===== src/rtl/rng_ctrl_core.sv =====
module rng_ctrl_core #(
  parameter int DEPTH       = 4,
  parameter int CRST_CYCLES = 16,
  parameter int AW          = 5
) (
  input  logic          clk,
  input  logic          rst_n,
  input  logic          bus_wr,
  input  logic          bus_rd,
  input  logic [AW-1:0] bus_addr,
  input  logic [31:0]   bus_wdata,
  output logic [31:0]   bus_rdata,
  input  logic          noise_valid,
  input  logic [31:0]   noise_word,
  input  logic          noise_late_err,
  input  logic          noise_seed_err,
  input  logic          noise_seed_hard,
  input  logic          noise_clk_err
);
  localparam int PW = (DEPTH > 1) ? $clog2(DEPTH) : 1;
  localparam int CW = $clog2(DEPTH + 1);
  localparam int KW = $clog2(CRST_CYCLES + 1);
  localparam logic [31:0] CFG_MASK = 32'h03FF_FF20;
  localparam logic [AW-1:0] A_CTRL = AW'(8'h00);
  localparam logic [AW-1:0] A_STAT = AW'(8'h04);
  localparam logic [AW-1:0] A_DATA = AW'(8'h08);
  localparam logic [AW-1:0] A_NOIS = AW'(8'h0C);
  localparam logic [AW-1:0] A_HLTH = AW'(8'h10);

  logic          en, lock, crst_bit, secs, seis, cecs, ceis;
  logic [31:0]   cfg_r;
  logic [KW-1:0] crst_cnt;
  logic [17:0]   nscr;
  logic [31:0]   htcr;
  logic [14:0]   div_cnt;
  logic [31:0]   mem [DEPTH];
  logic [PW-1:0] wp, rp;
  logic [CW-1:0] count;

  wire ctrl_wr   = bus_wr && bus_addr == A_CTRL;
  wire stat_wr   = bus_wr && bus_addr == A_STAT;
  wire crst_busy = crst_cnt != '0;
  wire crst_done = crst_busy && crst_cnt == KW'(1);
  wire seed_ev   = en && noise_seed_err;
  wire hard_ev   = seed_ev && noise_seed_hard;
  wire ced_on    = !cfg_r[5];
  wire clk_ev    = ced_on && noise_clk_err && !cecs;
  wire flush     = seed_ev || crst_done;
  wire [3:0]  div_exp = cfg_r[19:16];
  wire [14:0] div_mask = 15'((16'h1 << div_exp) - 16'h1);
  wire tick      = (div_cnt & div_mask) == div_mask;
  wire drdy      = en && !secs && count != '0;
  wire pop       = bus_rd && bus_addr == A_DATA && drdy;
  wire take      = noise_late_err || noise_word != '0;
  wire push      = tick && noise_valid && take && en && !secs && !crst_bit
                   && count != CW'(DEPTH);
  wire [31:0] push_data = noise_late_err ? 32'h0 : noise_word;

  function automatic logic [PW-1:0] nxt(input logic [PW-1:0] p);
    return (p == PW'(DEPTH - 1)) ? '0 : p + PW'(1);
  endfunction

  always_ff @(posedge clk or negedge rst_n)
    if (!rst_n) div_cnt <= '0;
    else        div_cnt <= div_cnt + 15'd1;

  always_ff @(posedge clk or negedge rst_n) begin
    if (!rst_n) begin
      en <= 1'b0; lock <= 1'b0; crst_bit <= 1'b0; crst_cnt <= '0; cfg_r <= '0;
    end else begin
      if (ctrl_wr) en <= bus_wdata[2];
      if (ctrl_wr && bus_wdata[31]) lock <= 1'b1;
      if (crst_busy) begin
        crst_cnt <= crst_cnt - KW'(1);
        if (crst_done) crst_bit <= 1'b0;
      end else if (ctrl_wr) begin
        if (bus_wdata[30]) begin
          crst_bit <= 1'b1;
          if (!lock) cfg_r <= bus_wdata & CFG_MASK;
        end else if (crst_bit) begin
          crst_cnt <= KW'(CRST_CYCLES);
        end
      end
    end
  end

  always_ff @(posedge clk or negedge rst_n) begin
    if (!rst_n) begin
      secs <= 1'b0; seis <= 1'b0; cecs <= 1'b0; ceis <= 1'b0;
    end else begin
      if (hard_ev)        secs <= 1'b1;
      else if (crst_done) secs <= 1'b0;
      if (seed_ev)                        seis <= 1'b1;
      else if (stat_wr && !bus_wdata[6])  seis <= 1'b0;
      cecs <= ced_on && noise_clk_err;
      if (clk_ev)                         ceis <= 1'b1;
      else if (stat_wr && !bus_wdata[5])  ceis <= 1'b0;
    end
  end

  always_ff @(posedge clk or negedge rst_n) begin
    if (!rst_n) begin
      nscr <= '0; htcr <= '0;
    end else if (bus_wr && !lock) begin
      if (bus_addr == A_NOIS) nscr <= bus_wdata[17:0];
      if (bus_addr == A_HLTH) htcr <= bus_wdata;
    end
  end

  always_ff @(posedge clk)
    if (push && !flush) mem[wp] <= push_data;

  always_ff @(posedge clk or negedge rst_n) begin
    if (!rst_n) begin
      wp <= '0; rp <= '0; count <= '0;
    end else if (flush) begin
      wp <= '0; rp <= '0; count <= '0;
    end else begin
      if (push) wp <= nxt(wp);
      if (pop)  rp <= nxt(rp);
      count <= count + CW'(push) - CW'(pop);
    end
  end

  always_comb begin
    bus_rdata = '0;
    case (bus_addr)
      A_CTRL: bus_rdata = cfg_r | {lock, crst_bit, 27'b0, en, 2'b0};
      A_STAT: bus_rdata = {25'b0, seis, ceis, 2'b0, secs, cecs, drdy};
      A_DATA: bus_rdata = drdy ? mem[rp] : 32'h0;
      A_NOIS: bus_rdata = {14'b0, nscr};
      A_HLTH: bus_rdata = htcr;
      default: bus_rdata = '0;
    endcase
  end

  a_r6_crst_length: assert property (@(posedge clk) disable iff (!rst_n)
    $fell(crst_bit) |-> $past(crst_cnt) == KW'(1));
  a_r5_cfg_guarded: assert property (@(posedge clk) disable iff (!rst_n)
    !(ctrl_wr && bus_wdata[30] && !lock && !crst_busy) |=> $stable(cfg_r));
  a_r11_lock_sticky: assert property (@(posedge clk) disable iff (!rst_n)
    lock |=> lock);
  a_r11_locked_regs: assert property (@(posedge clk) disable iff (!rst_n)
    lock |=> $stable(nscr) && $stable(htcr) && $stable(cfg_r));
  a_r7_hard_seed: assert property (@(posedge clk) disable iff (!rst_n)
    hard_ev |=> secs && seis && count == '0);
  a_r13_no_overflow: assert property (@(posedge clk) disable iff (!rst_n)
    count <= CW'(DEPTH));
  a_r9_flag_keep: assert property (@(posedge clk) disable iff (!rst_n)
    (seis && stat_wr && bus_wdata[6]) |=> seis);
endmodule


===== config.mk =====
export PLATFORM = sky130hd
export DESIGN_NAME = rng_ctrl_core
export DESIGN_NICKNAME = d
export VERILOG_FILES = /design/src/rtl/rng_ctrl_core.sv
export SDC_FILE = /design/constraint.sdc
export NUM_CORES = 1
export LEC_CHECK = 0
export ABC_AREA = 1
export BUFFER_PORTS_ARGS = -buffer_cell sky130_fd_sc_hd__buf_2
export CAP_MARGIN = 20
export CORE_MARGIN = 5
export CORE_UTILIZATION = 53
export DETAILED_ROUTE_END_ITERATION = 8
export GPL_TIMING_DRIVEN = 0
export PLACE_DENSITY_LB_ADDON = 0.3
export SLEW_MARGIN = 20
export SYNTH_ARGS = -nofsm -noshare
export SYNTH_HDL_FRONTEND = slang
export SYNTH_SLANG_ARGS = --single-unit

===== constraint.sdc =====
create_clock -name clk -period 3.5 [get_ports clk]
set_input_delay 0.7 -clock clk [delete_from_list [all_inputs] [get_ports clk]]
set_output_delay 0.7 -clock clk [all_outputs]
set_load 0.02 [all_outputs]

# Word level (Yosys, flattened, before mapping)
# Memories as Yosys holds them, arrays and structs flattened.
# Index checks and enable logic that the tools add are counted.
# word_totals
out_inout_bits,32
elab_cells,113
ramBits,128
mem_count,1
in_bits,78
regBits,103
# memory_table
name,words,width,read_ports,rd_ports_with_merged_regs,wr,line_no,rtl
mem,4,32,1,0,1,36,logic [31:0] mem [DEPTH];
# op_classes
reduce_logical,49
muxes,25
n_bitwise,4
n_shift,1
addsub,7
eq_ne,11
# ops
operator,count
$pmux W32 S5,1
$mux W32,2
$or A26 B32 Y32,1
$reduce_bool A32 Y1,1
$logic_and A1 B1 Y1,22
$mux W5,4
$reduce_bool A2 Y1,8
$add A15 B1 Y15 const B,1
$and A15 B15 Y15,1
$eq A15 B15 Y1,1
$shl A1 B4 Y15 const A,1
$sub A15 B1 Y15 const B,1
$mux W2,6
$mux W1,11
$eq A5 B4 Y1 const B,2
$logic_not A1 Y1,8
$reduce_and A3 Y1,2
$eq A5 B1 Y1 const B,1
$eq A5 B3 Y1 const B,1
$eq A5 B5 Y1 const B,1
$logic_not A5 Y1,1
$reduce_bool A5 Y1,1
$sub A5 B1 Y5 const B,1
$add A2 B1 Y2 const B,2
other kinds (11),16

# Depth between registers and ports, before layout
# logic_depth
ltp_word,13
depth_mapped,19
ltp_nobuf,18

# Least setup slack after synthesis
# No wires, ideal clock.
# synth_timing
kind,register -> register
startpoint,register cfg_r[18]
endpoint,"memory mem[3][0], enable pin"
setup_ns,0.421
n_path_buf,1
period_less_slack_ns,3.512
slack_ns,-0.012
stages_incl_launch_ff,14
required_ns,3.079
t_arrival_ns,3.091
cell_sequence,dfrtp_1 > buf_4 > nor2_4 > nand3_1 > ha_1 > nor2_1 > nor2_1 > and2_1 > nand2_1 > nor2_2 > nand3_2 > nor2_4 > nand3_2 > nor2_1
# synth_between
elab_chain_cells,13
# synth_rtl
item,line_no,rtl
from (decl),31,logic [31:0] cfg_r;
from (signal assigned),79,if (!lock) cfg_r <= bus_wdata & CFG_MASK;
$shl A1 B4 Y15 (*),50,wire [14:0] div_mask = 15'((16'h1 << div_exp) - 16'h1);
$sub A15 B1 Y15 (*),50,
$and A15 B15 Y15,51,wire tick = (div_cnt & div_mask) == div_mask;
$eq A15 B15 Y1 (*),51,
$logic_and A1 B1 Y1 (*) (5 in series),55,wire push = tick && noise_valid && take && en && !secs && !crst_bit
$logic_and A1 B1 Y1 (*),56,&& count != CW'(DEPTH);
$logic_and A1 B1 Y1 (*),111,if (push && !flush) mem[wp] <= push_data;
$mux W1 (*),111,
$mux W1 (implied by the code) (*),111,
to (decl),36,
# Mark *: on every way between the ends. The rest lies on a longest branch, timed or not.

# Worst setup path after layout
# layout_timing
startpoint,register rp[0]
endpoint,output bus_rdata[6]
# layout_between
elab_chain_cells,3
# layout_rtl
item,line_no,rtl
from (decl),37,"logic [PW-1:0] wp, rp;"
from (signal assigned),120,if (pop) rp <= nxt(rp);
$mem_v2 Z4 W32,n/a,
$mux W32,130,A_DATA: bus_rdata = drdy ? mem[rp] : 32'h0;
$pmux W32 S5,127,case (bus_addr)
to (decl),12,"output logic [31:0] bus_rdata,"
# No other way between the ends.

==> out/metrics.json <==
{
  "clock-skew-final_ps": 9.61,
  "drt_first_iter_violations": 742,
  "cp.arrival_ps": 2630,
  "grt_pass1_wl_mm": 41.2,
  "final_min_period_over_clock_period_pct": 95.1,
  "power.clock.fraction_pct": 39.4,
  "final-max-slew-violation-count": 0,
  "die_boundary_width_um": 150,
  "ys_seq_area_share_pct": 61.4,
  "grt_overflow_total": 0,
  "floorplan.initialDensity_pct": 53.7,
  "cp_top_family": "buffers and inverters",
  "critPathMostFrequentCell": "sky130_fd_sc_hd__buf_2",
  "cts_resized": 0,
  "hold_viol": 0,
  "finalNonFillerCells": 1484,
  "remaining_drc_errors": 0,
  "dieHeight_um": 150,
  "synth_cell_type_count": 39,
  "power-per-cell-area_nw_per_um2": 483,
  "clock_tree.htree_level_count": 1,
  "routed_via_count_divided_by_cell_count": 5.42,
  "detail_route.wl_per_cell_um": 17.9,
  "worst-r2r-setup-slack_ps": 350,
  "area_delta_synth_final_pct": 16.8,
  "switching_share_of_total_power_pct": 23.9,
  "share_of_post_route_cells_with_drive_strength_above_1_pct": 17.1,
  "rsz_0062_raised_after_global_routing": "false",
  "finalCriticalPeriod_ps": 3330,
  "setup_viol": 0,
  "route.final.wire_length_mm": 26.5,
  "io_pins": 110,
  "dpl.hpwl_mm": 18.7,
  "crit_path_slowest_cell": "sky130_fd_sc_hd__dfrtp_1",
  "psw_mw": 1.41,
  "netlist_area_um2": 10500,
  "fillers": 1573,
  "grt_pass1_vias": 7731,
  "postLayoutCellArea_um2": 12200,
  "synth.area.top_cells": "sky130_fd_sc_hd__edfxtp_1, sky130_fd_sc_hd__dfrtp_1, sky130_fd_sc_hd__nand2_1",
  "synthesis.yosys.warnings": 0,
  "post-synth-top-area-cell": "sky130_fd_sc_hd__edfxtp_1",
  "maxSlewHeadroom_pct": 59.2,
  "detail-route-antenna-nets": 0,
  "ctsLongestPathBuffers": 3,
  "placement_rows": 51,
  "r2r_start": "cfg_r[17]$_DFFE_PN0P_",
  "cts_inserted_buffers": 23,
  "mean_syn_cell_area_um2": 9.83,
  "antenna_violations_before_repair": 0,
  "clock_sinks": 231,
  "crit_type": "reg2out",
  "gp_routability_congestion": 0.921,
  "multi_input_comb_area_um2": 3390,
  "ir_drop_v": 0.000335,
  "synth.net_count": 1154,
  "clock_tree.root_cell": "sky130_fd_sc_hd__clkbuf_16",
  "cts_setup_buffers": 0,
  "port_buffers": 108,
  "worst_ep_required_time_ps": 2800,
  "critical_path.endpoint_type": "output pin",
  "smallest_hold_slack_ps": 111,
  "regToRegEndpoint": "mem[0][27]$_DFFE_PP_",
  "path_max_fanout": 10,
  "cp_max_stage_delay_ps": 420,
  "ctsHoldBuffers": 0,
  "routed-via-count": 8039,
  "critical_path.startpoint_type": "flip-flop",
  "combinationalPowerShare_pct": 8.9,
  "fp.dieArea_um2": 22600,
  "dp_cells": 1442,
  "global_route.usage.total_pct": 23.6,
  "fmax_mhz": 300,
  "clkLatencyLatePin_ps": 510,
  "power_report.internal_total_mw": 4.49,
  "sequential_cell_area_in_the_final_layout_um2": 6420,
  "drt_pass1_iterations": 6,
  "r2r.worst_path.cells": 14,
  "leakagePower_nw": 5.40,
  "maximum_number_of_pins_on_one_net_before_global_route_repair": 60,
  "placed_cell_area_um2": 11500,
  "cap_viol_max_count": 0,
  "clock_tree_from_tritoncts": "yes",
  "worstMarginPinSlew_ps": 612,
  "synthCells": 1064,
  "hp-class": "in2async",
  "outcome": "completed",
  "cts.reportedPaths.clkPinSlew_ps": 70,
  "core_um2": 19500,
  "netlist.area_leader.share_pct": 36.8,
  "diodes": 0,
  "ys_ff_latch": 231,
  "nNetsFinal": 1292,
  "post-route-util_pct": 62.7,
  "worst_path_cell_chain": "inv_1 -> buf_2 -> clkbuf_1 -> o21ai_0 -> o22ai_1 -> nand2_1 -> o2111ai_1 -> buf_2",
  "worstPathBufferInverterCount": 4,
  "design_power_total_mw": 5.90,
  "pwr-share-seq_pct": 51.7
}
stage by stage:
stage	worst slack (ps)	TNS (ps)
6_report	171	0
5_1_grt	64.3	0
4_1_cts	196	0
3_5_place_dp	357	0
3_3_place_gp	-1250	-152930
2_1_floorplan	-12.1	-1540
registers in the layout, indices dropped and copies added, names as in the netlist:
signal and count:
mem 128, count 3, div_cnt 15, ceis 1, rp 2, crst_bit 1
crst_cnt 5, lock 1, nscr 18, cfg_r 19, en 1, secs 1
seis 1, cecs 1, htcr 32, wp 2
worst max-delay path by stage:
stage	startpoint	end	slack, ps	cells past startpoint
6_report	rp[0]$_DFFE_PN0P_	bus_rdata[6]	170	8
2_1_floorplan	cfg_r[18]$_DFFE_PN0P_	mem[3][0]$_DFFE_PP_	-10	13
5_1_grt	rp[0]$_DFFE_PN0P_	bus_rdata[6]	60	8
3_5_place_dp	cfg_r[17]$_DFFE_PN0P_	mem[0][23]$_DFFE_PP_	360	14
4_1_cts	rp[0]$_DFFE_PN0P_	bus_rdata[6]	200	8
3_3_place_gp	cfg_r[17]$_DFFE_PN0P_	mem[3][23]$_DFFE_PP_	-1250	13
cells in the final DEF (no fill, tap or decap), types with 6 or more instances in the layout:
| master | Yosys | final |
|---|---|---|
| sky130_fd_sc_hd__a21oi_1 | 7 | 7 |
| sky130_fd_sc_hd__a22oi_1 | 16 | 16 |
| sky130_fd_sc_hd__buf_2 | 10 | 117 |
| sky130_fd_sc_hd__clkbuf_1 | 31 | 35 |
| sky130_fd_sc_hd__clkbuf_16 | 0 | 23 |
| sky130_fd_sc_hd__dfrtp_1 | 103 | 103 |
| sky130_fd_sc_hd__edfxtp_1 | 128 | 128 |
| sky130_fd_sc_hd__ha_1 | 11 | 11 |
| sky130_fd_sc_hd__inv_1 | 110 | 110 |
| sky130_fd_sc_hd__inv_2 | 7 | 7 |
| sky130_fd_sc_hd__nand2_1 | 192 | 192 |
| sky130_fd_sc_hd__nand2_2 | 8 | 8 |
| sky130_fd_sc_hd__nand3_1 | 26 | 26 |
| sky130_fd_sc_hd__nand3_2 | 6 | 6 |
| sky130_fd_sc_hd__nand4_1 | 19 | 19 |
| sky130_fd_sc_hd__nor2_1 | 150 | 146 |
| sky130_fd_sc_hd__nor2_4 | 6 | 10 |
| sky130_fd_sc_hd__nor3_1 | 7 | 7 |
| sky130_fd_sc_hd__o21ai_0 | 129 | 129 |
| sky130_fd_sc_hd__o21ai_1 | 13 | 13 |
| sky130_fd_sc_hd__o22ai_1 | 33 | 33 |
| sky130_fd_sc_hd__xor2_1 | 14 | 14 |
power groups by stage:
stage | clock network [mW] | registers (mW) | logic [mW]
after CTS | 2.34 | 3.05 | 0.527
after global routing | 2.45 | 3.06 | 0.600
after global placement | 0 | 3.10 | 0.473
final | 2.32 | 3.05 | 0.525
after detailed placement | 0 | 3.10 | 0.523
after floorplan | 0 | 3.09 | 0.304
cells by family after synthesis:
kind of cell | count (synthesis) | share of synthesized area (%)
flip-flops | 231 | 61.4
AND/OR/NAND/NOR | 426 | 17.7
AO/OA/AOI/OAI | 209 | 11.2
buffers and inverters | 166 | 6.40
adder cells (fa/ha/maj) | 12 | 1.51
multiplexers | 5 | 0.538
XOR/XNOR | 15 | 1.26
cell usage after synthesis:
cell,count
sky130_fd_sc_hd__inv_2,7
sky130_fd_sc_hd__nand2_2,8
sky130_fd_sc_hd__nand3_4,1
sky130_fd_sc_hd__nor2_1,150
sky130_fd_sc_hd__clkinv_1,2
sky130_fd_sc_hd__o22ai_1,33
sky130_fd_sc_hd__and2_1,1
sky130_fd_sc_hd__a22o_1,4
sky130_fd_sc_hd__a21oi_1,7
sky130_fd_sc_hd__o21ai_1,13
sky130_fd_sc_hd__nor3_1,7
sky130_fd_sc_hd__buf_2,10
sky130_fd_sc_hd__o21ai_0,129
sky130_fd_sc_hd__ha_1,11
sky130_fd_sc_hd__nor2_4,6
sky130_fd_sc_hd__nor2_2,4
sky130_fd_sc_hd__clkbuf_1,31
sky130_fd_sc_hd__and3_1,1
sky130_fd_sc_hd__nand4_1,19
sky130_fd_sc_hd__nand3_1,26
sky130_fd_sc_hd__nand2_1,192
sky130_fd_sc_hd__xor2_1,14
sky130_fd_sc_hd__fa_1,1
sky130_fd_sc_hd__dfrtp_1,103
sky130_fd_sc_hd__buf_1,1
sky130_fd_sc_hd__nand3_2,6
sky130_fd_sc_hd__mux2_2,5
sky130_fd_sc_hd__or2_1,1
sky130_fd_sc_hd__buf_4,1
sky130_fd_sc_hd__a22oi_1,16
sky130_fd_sc_hd__buf_6,4
sky130_fd_sc_hd__edfxtp_1,128
sky130_fd_sc_hd__nor3_2,2
sky130_fd_sc_hd__o2111ai_1,5
sky130_fd_sc_hd__xnor2_1,1
sky130_fd_sc_hd__a221o_1,1
sky130_fd_sc_hd__a21oi_2,1
sky130_fd_sc_hd__nand2_4,2
sky130_fd_sc_hd__inv_1,110
layout make-up:
cell class | count | share of cell area, %
Buffer | 47 | 1.82
Clock buffer | 32 | 5.40
Clock inverter | 10 | 0.441
Inverter | 119 | 3.66
Multi-Input combinational cell | 667 | 27.8
Sequential cell | 231 | 52.6
Tap cell | 265 | 2.72
Timing Repair Buffer | 113 | 5.55
routing by layer:
| metal | wire length [um] | GRT usage, % | part of all wire [%] | vias to the layer above |
|---|---|---|---|---|
| met4 | 701 | 7.41 | 2.6 | 0 |
| met3 | 2170 | 3.43 | 8.2 | 55 |
| met5 | 0 | 0 | 0 | - |
| met1 | 11200 | 33.3 | 42 | 3804 |
| li1 | - | - | - | 3841 |
| met2 | 12400 | 38.3 | 47 | 339 |
Note: power is estimated with default switching activity, not from simulation.
